===== src/rtl/snsr_i2c_pkg.sv =====
package snsr_i2c_pkg;
  typedef enum logic [2:0] {
    ST_IDLE, ST_RX, ST_RX_ACK, ST_TX, ST_TX_ACK, ST_WAIT
  } st_e;

  typedef enum logic [1:0] {
    RX_ADDR, RX_PTR, RX_DATA
  } rxk_e;

  localparam int CTRL_W  = 4;
  localparam int CTRL_PD = 0;
  localparam int CTRL_BG = 2;
  localparam int CTRL_TE = 3;
endpackage


===== src/rtl/snsr_bus_sync.sv =====
module snsr_bus_sync #(
  parameter int STAGES = 2
) (
  input  logic clk,
  input  logic rst,
  input  logic scl_i,
  input  logic sda_i,
  output logic scl_s,
  output logic sda_s,
  output logic scl_rise,
  output logic scl_fall,
  output logic start_det,
  output logic stop_det
);
  logic [STAGES-1:0] scl_ff, sda_ff;
  logic scl_q, sda_q;

  always_ff @(posedge clk) begin
    if (rst) begin
      scl_ff <= '1;
      sda_ff <= '1;
      scl_q  <= 1'b1;
      sda_q  <= 1'b1;
    end else begin
      scl_ff <= {scl_ff[STAGES-2:0], scl_i};
      sda_ff <= {sda_ff[STAGES-2:0], sda_i};
      scl_q  <= scl_ff[STAGES-1];
      sda_q  <= sda_ff[STAGES-1];
    end
  end

  assign scl_s     = scl_ff[STAGES-1];
  assign sda_s     = sda_ff[STAGES-1];
  assign scl_rise  = scl_s & ~scl_q;
  assign scl_fall  = ~scl_s & scl_q;
  assign start_det = scl_s & scl_q & sda_q & ~sda_s;
  assign stop_det  = scl_s & scl_q & ~sda_q & sda_s;
endmodule


===== src/rtl/snsr_regmap.sv =====
module snsr_regmap
  import snsr_i2c_pkg::*;
#(
  parameter int DATA_W = 12,
  parameter int PTR_W  = 3
) (
  input  logic              clk,
  input  logic              rst,
  input  logic              wr_en,
  input  logic [CTRL_W-1:0] ctrl_wdata,
  input  logic              cap_en,
  input  logic [DATA_W-1:0] x_val,
  input  logic [DATA_W-1:0] y_val,
  input  logic [DATA_W-1:0] t_val,
  input  logic [PTR_W-1:0]  rd_ptr,
  output logic [7:0]        rd_byte,
  output logic [CTRL_W-1:0] ctrl_q
);
  localparam int WORD_W = 16;

  logic [DATA_W-1:0] x_sh, y_sh, t_sh;
  logic [WORD_W-1:0] a_word, y_word;

  always_ff @(posedge clk) begin
    if (rst) begin
      ctrl_q <= '0;
      x_sh   <= '0;
      y_sh   <= '0;
      t_sh   <= '0;
    end else begin
      if (wr_en)  ctrl_q <= ctrl_wdata;
      if (cap_en) begin
        x_sh <= x_val;
        y_sh <= y_val;
        t_sh <= t_val;
      end
    end
  end

  always_comb begin
    a_word = '0;
    y_word = '0;
    a_word[DATA_W-1:0] = ctrl_q[CTRL_TE] ? t_sh : x_sh;
    y_word[DATA_W-1:0] = y_sh;
    case (rd_ptr)
      PTR_W'(0): rd_byte = {{(8-CTRL_W){1'b0}}, ctrl_q};
      PTR_W'(1): rd_byte = a_word[15:8];
      PTR_W'(2): rd_byte = a_word[7:0];
      PTR_W'(3): rd_byte = y_word[15:8];
      PTR_W'(4): rd_byte = y_word[7:0];
      default:   rd_byte = 8'h00;
    endcase
  end
endmodule


===== src/rtl/snsr_i2c_target.sv =====
module snsr_i2c_target
  import snsr_i2c_pkg::*;
#(
  parameter int         DATA_W      = 12,
  parameter int         SYNC_STAGES = 2,
  parameter int         PTR_W       = 3,
  parameter int         WRAP_POS    = 6,
  parameter logic [3:0] ADDR_HI     = 4'b0010
) (
  input  logic              clk,
  input  logic              rst,
  input  logic              scl_i,
  input  logic              sda_i,
  output logic              sda_oe,
  input  logic [2:0]        addr_strap,
  input  logic [DATA_W-1:0] x_val,
  input  logic [DATA_W-1:0] y_val,
  input  logic [DATA_W-1:0] t_val,
  output logic              pwr_down,
  output logic              bg_test,
  output logic              temp_en
);
  localparam logic [PTR_W-1:0] LAST_PTR = PTR_W'(WRAP_POS);

  logic scl_s, sda_s, scl_rise, scl_fall, start_det, stop_det;
  logic wr_en, cap_en, rd_mode, mack;
  logic [3:0] bcnt;
  logic [7:0] sh;
  logic [6:0] tx;
  logic [PTR_W-1:0] ptr, ptr_nxt;
  logic [7:0] rd_byte;
  logic [CTRL_W-1:0] ctrl_q;
  st_e  state;
  rxk_e kind;

  snsr_bus_sync #(.STAGES(SYNC_STAGES)) u_sync (
    .clk(clk), .rst(rst), .scl_i(scl_i), .sda_i(sda_i),
    .scl_s(scl_s), .sda_s(sda_s), .scl_rise(scl_rise), .scl_fall(scl_fall),
    .start_det(start_det), .stop_det(stop_det)
  );

  snsr_regmap #(.DATA_W(DATA_W), .PTR_W(PTR_W)) u_regs (
    .clk(clk), .rst(rst), .wr_en(wr_en), .ctrl_wdata(sh[CTRL_W-1:0]),
    .cap_en(cap_en), .x_val(x_val), .y_val(y_val), .t_val(t_val),
    .rd_ptr(ptr), .rd_byte(rd_byte), .ctrl_q(ctrl_q)
  );

  assign ptr_nxt = (ptr == LAST_PTR) ? '0 : ptr + 1'b1;

  always_ff @(posedge clk) begin
    if (rst) begin
      state   <= ST_IDLE;
      kind    <= RX_ADDR;
      bcnt    <= '0;
      sh      <= '0;
      tx      <= '0;
      ptr     <= '0;
      sda_oe  <= 1'b0;
      wr_en   <= 1'b0;
      cap_en  <= 1'b0;
      rd_mode <= 1'b0;
      mack    <= 1'b0;
    end else begin
      wr_en  <= 1'b0;
      cap_en <= 1'b0;
      if (start_det) begin
        state  <= ST_RX;
        kind   <= RX_ADDR;
        bcnt   <= '0;
        sda_oe <= 1'b0;
      end else if (stop_det) begin
        state  <= ST_IDLE;
        sda_oe <= 1'b0;
      end else begin
        case (state)
          ST_RX: begin
            if (scl_rise && bcnt < 4'd8) begin
              sh   <= {sh[6:0], sda_s};
              bcnt <= bcnt + 4'd1;
            end else if (scl_fall && bcnt == 4'd8) begin
              bcnt <= '0;
              case (kind)
                RX_ADDR: begin
                  if (sh[7:1] == {ADDR_HI, addr_strap}) begin
                    sda_oe  <= 1'b1;
                    state   <= ST_RX_ACK;
                    rd_mode <= sh[0];
                    cap_en  <= sh[0];
                  end else begin
                    state <= ST_WAIT;
                  end
                end
                RX_PTR: begin
                  ptr    <= sh[PTR_W-1:0];
                  sda_oe <= 1'b1;
                  state  <= ST_RX_ACK;
                end
                default: begin
                  wr_en  <= (ptr == '0);
                  sda_oe <= 1'b1;
                  state  <= ST_RX_ACK;
                end
              endcase
            end
          end
          ST_RX_ACK: begin
            if (scl_fall) begin
              bcnt <= '0;
              if (kind == RX_ADDR && rd_mode) begin
                tx     <= rd_byte[6:0];
                sda_oe <= ~rd_byte[7];
                state  <= ST_TX;
              end else begin
                sda_oe <= 1'b0;
                state  <= ST_RX;
                kind   <= (kind == RX_ADDR) ? RX_PTR : RX_DATA;
              end
            end
          end
          ST_TX: begin
            if (scl_fall) begin
              if (bcnt == 4'd7) begin
                sda_oe <= 1'b0;
                ptr    <= ptr_nxt;
                state  <= ST_TX_ACK;
              end else begin
                bcnt   <= bcnt + 4'd1;
                tx     <= {tx[5:0], 1'b0};
                sda_oe <= ~tx[6];
              end
            end
          end
          ST_TX_ACK: begin
            if (scl_rise) mack <= ~sda_s;
            if (scl_fall) begin
              bcnt <= '0;
              if (mack) begin
                tx     <= rd_byte[6:0];
                sda_oe <= ~rd_byte[7];
                state  <= ST_TX;
              end else begin
                state <= ST_WAIT;
              end
            end
          end
          default: ;
        endcase
      end
    end
  end

  assign pwr_down = ctrl_q[CTRL_PD];
  assign bg_test  = ctrl_q[CTRL_BG];
  assign temp_en  = ctrl_q[CTRL_TE];
endmodule


===== config.mk =====
export PLATFORM = sky130hd
export DESIGN_NAME = snsr_i2c_target
export DESIGN_NICKNAME = d
export VERILOG_FILES = /design/src/rtl/snsr_i2c_pkg.sv /design/src/rtl/snsr_bus_sync.sv /design/src/rtl/snsr_regmap.sv /design/src/rtl/snsr_i2c_target.sv
export SDC_FILE = /design/constraint.sdc
export NUM_CORES = 1
export LEC_CHECK = 0
export BUFFER_PORTS_ARGS = -buffer_cell sky130_fd_sc_hd__buf_2
export CAP_MARGIN = 5
export CORE_ASPECT_RATIO = 1.4
export CORE_MARGIN = 5
export CORE_UTILIZATION = 40
export CTS_BUF_LIST = sky130_fd_sc_hd__clkbuf_4
export CTS_CLUSTER_DIAMETER = 200
export CTS_CLUSTER_SIZE = 14
export DETAILED_ROUTE_END_ITERATION = 8
export PLACE_DENSITY = 0.65
export SETUP_SLACK_MARGIN = 0.15
export SLEW_MARGIN = 20
export SYNTH_ARGS = -nofsm -noshare
export SYNTH_HDL_FRONTEND = slang
export SYNTH_HIERARCHICAL = 1
export SYNTH_SLANG_ARGS = --single-unit
export TNS_END_PERCENT = 10

===== constraint.sdc =====
create_clock -name clk -period 2.3 [get_ports clk]
set_clock_uncertainty 0.15 [all_clocks]
set_input_delay 0.46 -clock clk [delete_from_list [all_inputs] [get_ports clk]]
set_output_delay 0.46 -clock clk [all_outputs]
set_load 0.1 [all_outputs]

Yosys cells after proc, flatten, opt, wreduce, memory -nomap -nowiden --
Cells that the tools add are included. Widths: inputs -> output; s select.
Operators by class: equality and inequality tests 32, bitwise logic cells 21, muxes and demuxes 47, add/subtract/negate cells 2, order comparisons 1, reductions and logical operators 25
Operators with widths (number):
- $mux 3 | 15
- $mux 7 | 6
- $pmux 8 s5 | 1
- $ne 4x4->1 const B | 6
- $pmux 7 s3 | 1
- $reduce_and 7->1 | 3
- $mux 4 | 5
- $ne 2x2->1 const B | 9
- $reduce_and 8->1 | 2
- $reduce_or 8->1 | 2
- $not 1->1 | 14
- $eq 3x2->1 const B | 4
- $mux 1 | 12
- $mux 12 | 1
- $pmux 3 s4 | 1
- $pmux 4 s3 | 1
- $reduce_and 4->1 | 3
- $eq 3x3->1 const B | 3
- $reduce_and 9->1 | 1
- $and 1x1->1 | 7
- $eq 7x5->1 | 1
- $eq 3x1->1 const B | 2
- $ne 3x3->1 const B | 2
- $pmux 3 s2 | 1
- other kinds (19) | 25
Word-level totals: input bits 43, logic and storage cells 148, register bits 78, output and inout bits 4

Longest topological paths before layout --
depth in word-level cells 8, depth in mapped cells 9, depth with buffers taken out 8

Hierarchy --
The synthesis kept the hierarchy.
By module, submodules not included:
- snsr_i2c_target | area each 1793.0 um^2, times used 1, seq. area each 640.6 um^2, cells each 215
- snsr_regmap | area each 1793.0 um^2, times used 1, seq. area each 800.8 um^2, cells each 178
- snsr_bus_sync | area each 190.2 um^2, times used 1, seq. area each 120.1 um^2, cells each 16

Least setup slack after synthesis --
No wires, ideal clock.
kind reg2reg, start point register u_regs.ctrl_q[3], end point register sda_oe, data arrival time 2.202 ns, cell stages (with the launch flop) 10, library setup time 0.067 ns, buffers on the path 1, path slack -0.120 ns, period minus slack after synthesis 2.420 ns, required time 2.083 ns, cells stage by stage dfxtp_1 -> buf_6 -> mux2_4 -> a22oi_1 -> nor2_1 -> nor2_1 -> o21ai_0 -> o211ai_1 -> mux2i_1 -> nor2_1
On the way: word-level cells in the longest chain between the ends 6, elaborated cells on any way between the ends 8, classes of those cells 7 x mux; 1 x bitwise
Ends and longest elaborated chain:
- start, declared | RTL line snsr_regmap.sv:17 | output logic [CTRL_W-1:0] ctrl_q
- start signal, assigned | RTL line snsr_regmap.sv:31 | if (wr_en) ctrl_q <= ctrl_wdata;
- $mux 12 * | RTL line snsr_regmap.sv:43 | a_word[DATA_W-1:0] = ctrl_q[CTRL_TE] ? t_sh : x_sh;
- $pmux 8 s5 * | RTL line snsr_regmap.sv:45 | case (rd_ptr)
- via rd_byte[7] | RTL line snsr_i2c_target.sv:31 | logic [7:0] rd_byte;
- $not 1->1 * | RTL line snsr_i2c_target.sv:111, snsr_i2c_target.sv:139
- $mux 1 (on tied branches) | RTL line snsr_i2c_target.sv:137, snsr_i2c_target.sv:109
- $mux 1 (on tied branches) | RTL line snsr_i2c_target.sv:135, snsr_i2c_target.sv:107
- $pmux 1 s4 * | RTL line snsr_i2c_target.sv:75 | case (state)
- end signal, assigned | RTL line snsr_i2c_target.sv:111 | sda_oe <= ~rd_byte[7];
- end signal, assigned | RTL line snsr_i2c_target.sv:129 | sda_oe <= ~tx[6];
- end signal, assigned | RTL line snsr_i2c_target.sv:139 | sda_oe <= ~rd_byte[7];
- end, declared | RTL line snsr_i2c_target.sv:14 | output logic sda_oe,
Mark *: on every way through the listed nets, which the timed path passes. The rest lies on a longest branch. The select of a mux whose other input is x is not followed. A chain may end at the register's enable or synchronous reset.

Final worst setup path --
start point register u_sync.sda_ff[1], end point register ptr[1]
On the way: word-level cells in the longest chain between the ends 4, elaborated cells on any way between the ends 6, classes of those cells 5 x bitwise; 1 x reduce/logical
Ends and longest elaborated chain:
- start, declared | RTL line snsr_bus_sync.sv:15 | logic [STAGES-1:0] scl_ff, sda_ff;
- start signal, assigned | RTL line snsr_bus_sync.sv:26 | sda_ff <= {sda_ff[STAGES-2:0], sda_i};
- $not 1->1 | RTL line snsr_bus_sync.sv:36 | assign start_det = scl_s & scl_q & sda_q & ~sda_s;
- $and 1x1->1 | RTL line snsr_bus_sync.sv:36
- via start_det | RTL line snsr_i2c_target.sv:25 | logic scl_s, sda_s, scl_rise, scl_fall, start_det, stop_det;
- $not 1->1 (no line)
- $reduce_and 8->1 (no line)
- end signal, assigned | RTL line snsr_i2c_target.sv:94 | ptr <= sh[PTR_W-1:0];
- end signal, assigned | RTL line snsr_i2c_target.sv:124 | ptr <= ptr_nxt;
- end, declared | RTL line snsr_i2c_target.sv:30 | logic [PTR_W-1:0] ptr, ptr_nxt;
The timed path passes the listed nets, and every way through them passes these cells.

==> impl_metrics.yaml <==
run:
  cap_violations: 0
synth:
  avgSynthCellArea_um2: 9.23
  netlist_area_mm2: 0.00378
  synth_edf_count: 0
  synthFlopType: "dfxtp_1"
  synth_top_area_cell: "dfxtp_1"
  syn-num-nets: 454
  synth.distinct_cells: 66
  synth_top_cell_area_share: 0.414
  synth_async_sr_flop_share: 0
  synth_area_leaders: "dfxtp_1, mux2i_1, nor2_1"
  synth-seq-cells: 78
  netlist_instances: 409
  yosys_warnings: 6
  ys_seq_area_frac: 0.414
clock_tree:
  tritoncts: "built"
  cts_root_buf: "clkbuf_4"
  clk_path_buf_depth: 2
  insertion_delay_ns: 0.43
  clock_sinks: 78
  numCtsBuffers: 9
  cts.clk_slew.worst_paths_ns: 0.13
  postCtsSetupBuffers: 0
  htree_levels: 3
sta:
  finalSetupViolations: 0
  max_slew_margin: 0.602
  grt_setup_unrepaired: "yes"
  hold_viol_final: 0
  period_share: 0.926
  tns_ns: 0
  finalCriticalPeriod_ns: 2.13
  tightest_slew_ns: 0.597
  max_freq_mhz: 470
  fin_ws_ns: 0.171
  final_max_slew_viol_count: 0
pwr:
  p_leak_nw: 1.54
  fin_total_pwr_mw: 2.17
  ir_drop_uv: 481
  powerDensity_mw_per_mm2: 514
floorplanning:
  dieArea_mm2: 0.0115
  coreArea_mm2: 0.00935
  rows: 42
  num_io_pins: 47
  start_util: 0.404
  die_w_um: 92.1
  die_height_um: 125
run_status:
  status: "completed"
routing:
  vias: 3054
  drc_errors: 0
  antenna_left: 0
  drtPass1Iterations: 5
  wl_per_cell_um: 14.9
  vias_per_cell: 5.38
  totalWireLength_um: 8490
  dr.first_iter.drc_count: 97
final_layout:
  antenna_cells: 0
  postLayoutCellArea_mm2: 0.00423
  n_fill_cell: 953
  nets: 498
  final_cells: 568
  drive_gt1_frac: 0.225
  syn_to_final_growth_pct: 12.0
setup_path:
  startpoint_type: "flop"
  cp.arrival_ns: 2.29
  r2r_setup_slack_ns: 0.17
  crit_required_ns: 2.46
  crit_path_max_fanout: 6
  critPathKind: "reg2reg"
  endpoint_kind: "flop"
grt:
  track_usage: 0.153
  grt_max_degree: 61
  grt_overflow_total: 0
  antenna_found_initial: 0
  grt_pass1_vias: 3075
  grt_pass1_wl_um: 14300
place:
  dpl.hpwl_um: 6340
  place_inst: 552
  postPlaceCellArea_mm2: 0.00411
  portBuffers: 46
  dpl_worst_slack_ns: 0.201
  routabilityCongestion: 0.918
hold_path:
  hp-class: "in2reg"
metal layers:
| layer | track usage | vias up | wire, µm |
|---|---|---|---|
| li1 | - | 1549 | - |
| met3 | 0.0391 | 22 | 287 |
| met2 | 0.269 | 63 | 4390 |
| met4 | 0.0822 | 0 | 328 |
| met1 | 0.165 | 1420 | 3480 |
| met5 | 0 | - | 0 |
cell usage after synthesis (5+ instances only):
cell type,count
a21oi_1,7
a22oi_1,8
a311oi_1,7
buf_4,7
clkbuf_1,10
dfxtp_1,78
inv_1,12
mux2_2,8
mux2_4,5
mux2i_1,54
nand2_1,19
nand3_1,11
nor2_1,74
nor2b_1,7
nor3b_1,5
o211ai_1,6
o21ai_0,7
or2_1,6
critical path, stage by stage, from the launching register on:
cell,delay [ns]
dfxtp_1,0.38
and4b_1,0.27
or4b_1,0.47
a31o_2,0.26
nor3_4,0.22
mux2i_1,0.21
nor2_1,0.05
cells by family after synthesis:
group           Yosys count  share of synthesized area
buf+inv                  35                     0.0451
flops                    78                      0.414
xor+xnor                  3                    0.00696
compound gates           62                      0.121
simple gates            162                      0.220
mux                      67                      0.187
fa+ha+maj                 2                    0.00663
cell type report:
type / instances / area [µm²] / share of cell area
Tap cell: 110 / 138 / 0.0326
Clock inverter: 6 / 38.8 / 0.00917
Timing Repair Buffer: 56 / 320 / 0.0758
Inverter: 12 / 45.0 / 0.0107
Sequential cell: 78 / 1570 / 0.371
Clock buffer: 10 / 75.1 / 0.0178
Multi-Input combinational cell: 296 / 2040 / 0.484
state kept, by name, summed over array words and instances (netlist names), 2 cells and up:
register	flops
state	3
tx	7
u_regs/y_sh	12
kind	2
sh	8
u_sync/scl_ff	2
u_regs/ctrl_q	4
u_regs/x_sh	12
bcnt	4
u_regs/t_sh	12
u_sync/sda_ff	2
ptr	3
report_power, final:
part           internal [mW]  switching, mW  leakage [nW]
clock network          0.230          0.471        0.0621
logic                 0.0508         0.0610         0.851
registers               1.36        0.00408         0.631
cells in the final DEF (no fill, tap or decap), types with 8 or more instances in the layout:
cell,n
nand3_1,11
nand2_1,19
inv_1,12
mux2_2,8
buf_2,45
dfxtp_1,74
mux2i_1,54
buf_4,10
clkbuf_4,10
a22oi_1,8
nor2_1,74
repair_timing:
item,CTS,global route
endpoints found under the setup margin,1,17
gates resized for setup,1,2
hold buffers,0,0
path summary, 6_finish.rpt:
| path | from | endpoint | depth (start not counted) |
|---|---|---|---|
| worst min-delay path | scl_i | u_sync/scl_ff[0]$_SDFF_PP1_ | 2 |
| worst min register to register | u_sync/scl_ff[0]$_SDFF_PP1_ | u_sync/scl_ff[1]$_SDFF_PP1_ | 1 |
| worst max-delay path | u_sync/sda_ff[1]$_SDFF_PP1_ | ptr[1]$_SDFFE_PP0P_ | 6 |
| worst max register to register | u_sync/sda_ff[1]$_SDFF_PP1_ | ptr[1]$_SDFFE_PP0P_ | 6 |
per-stage QoR:
stage	hold WS [ns]	utilization
2_1_floorplan	0.233	-
3_3_place_gp	0.301	0.439
3_5_place_dp	0.295	0.439
4_1_cts	0.0338	0.452
5_1_grt	0.0561	0.452
6_report	0.0658	0.452
No activity file was read; power rests on OpenSTA's default activity.
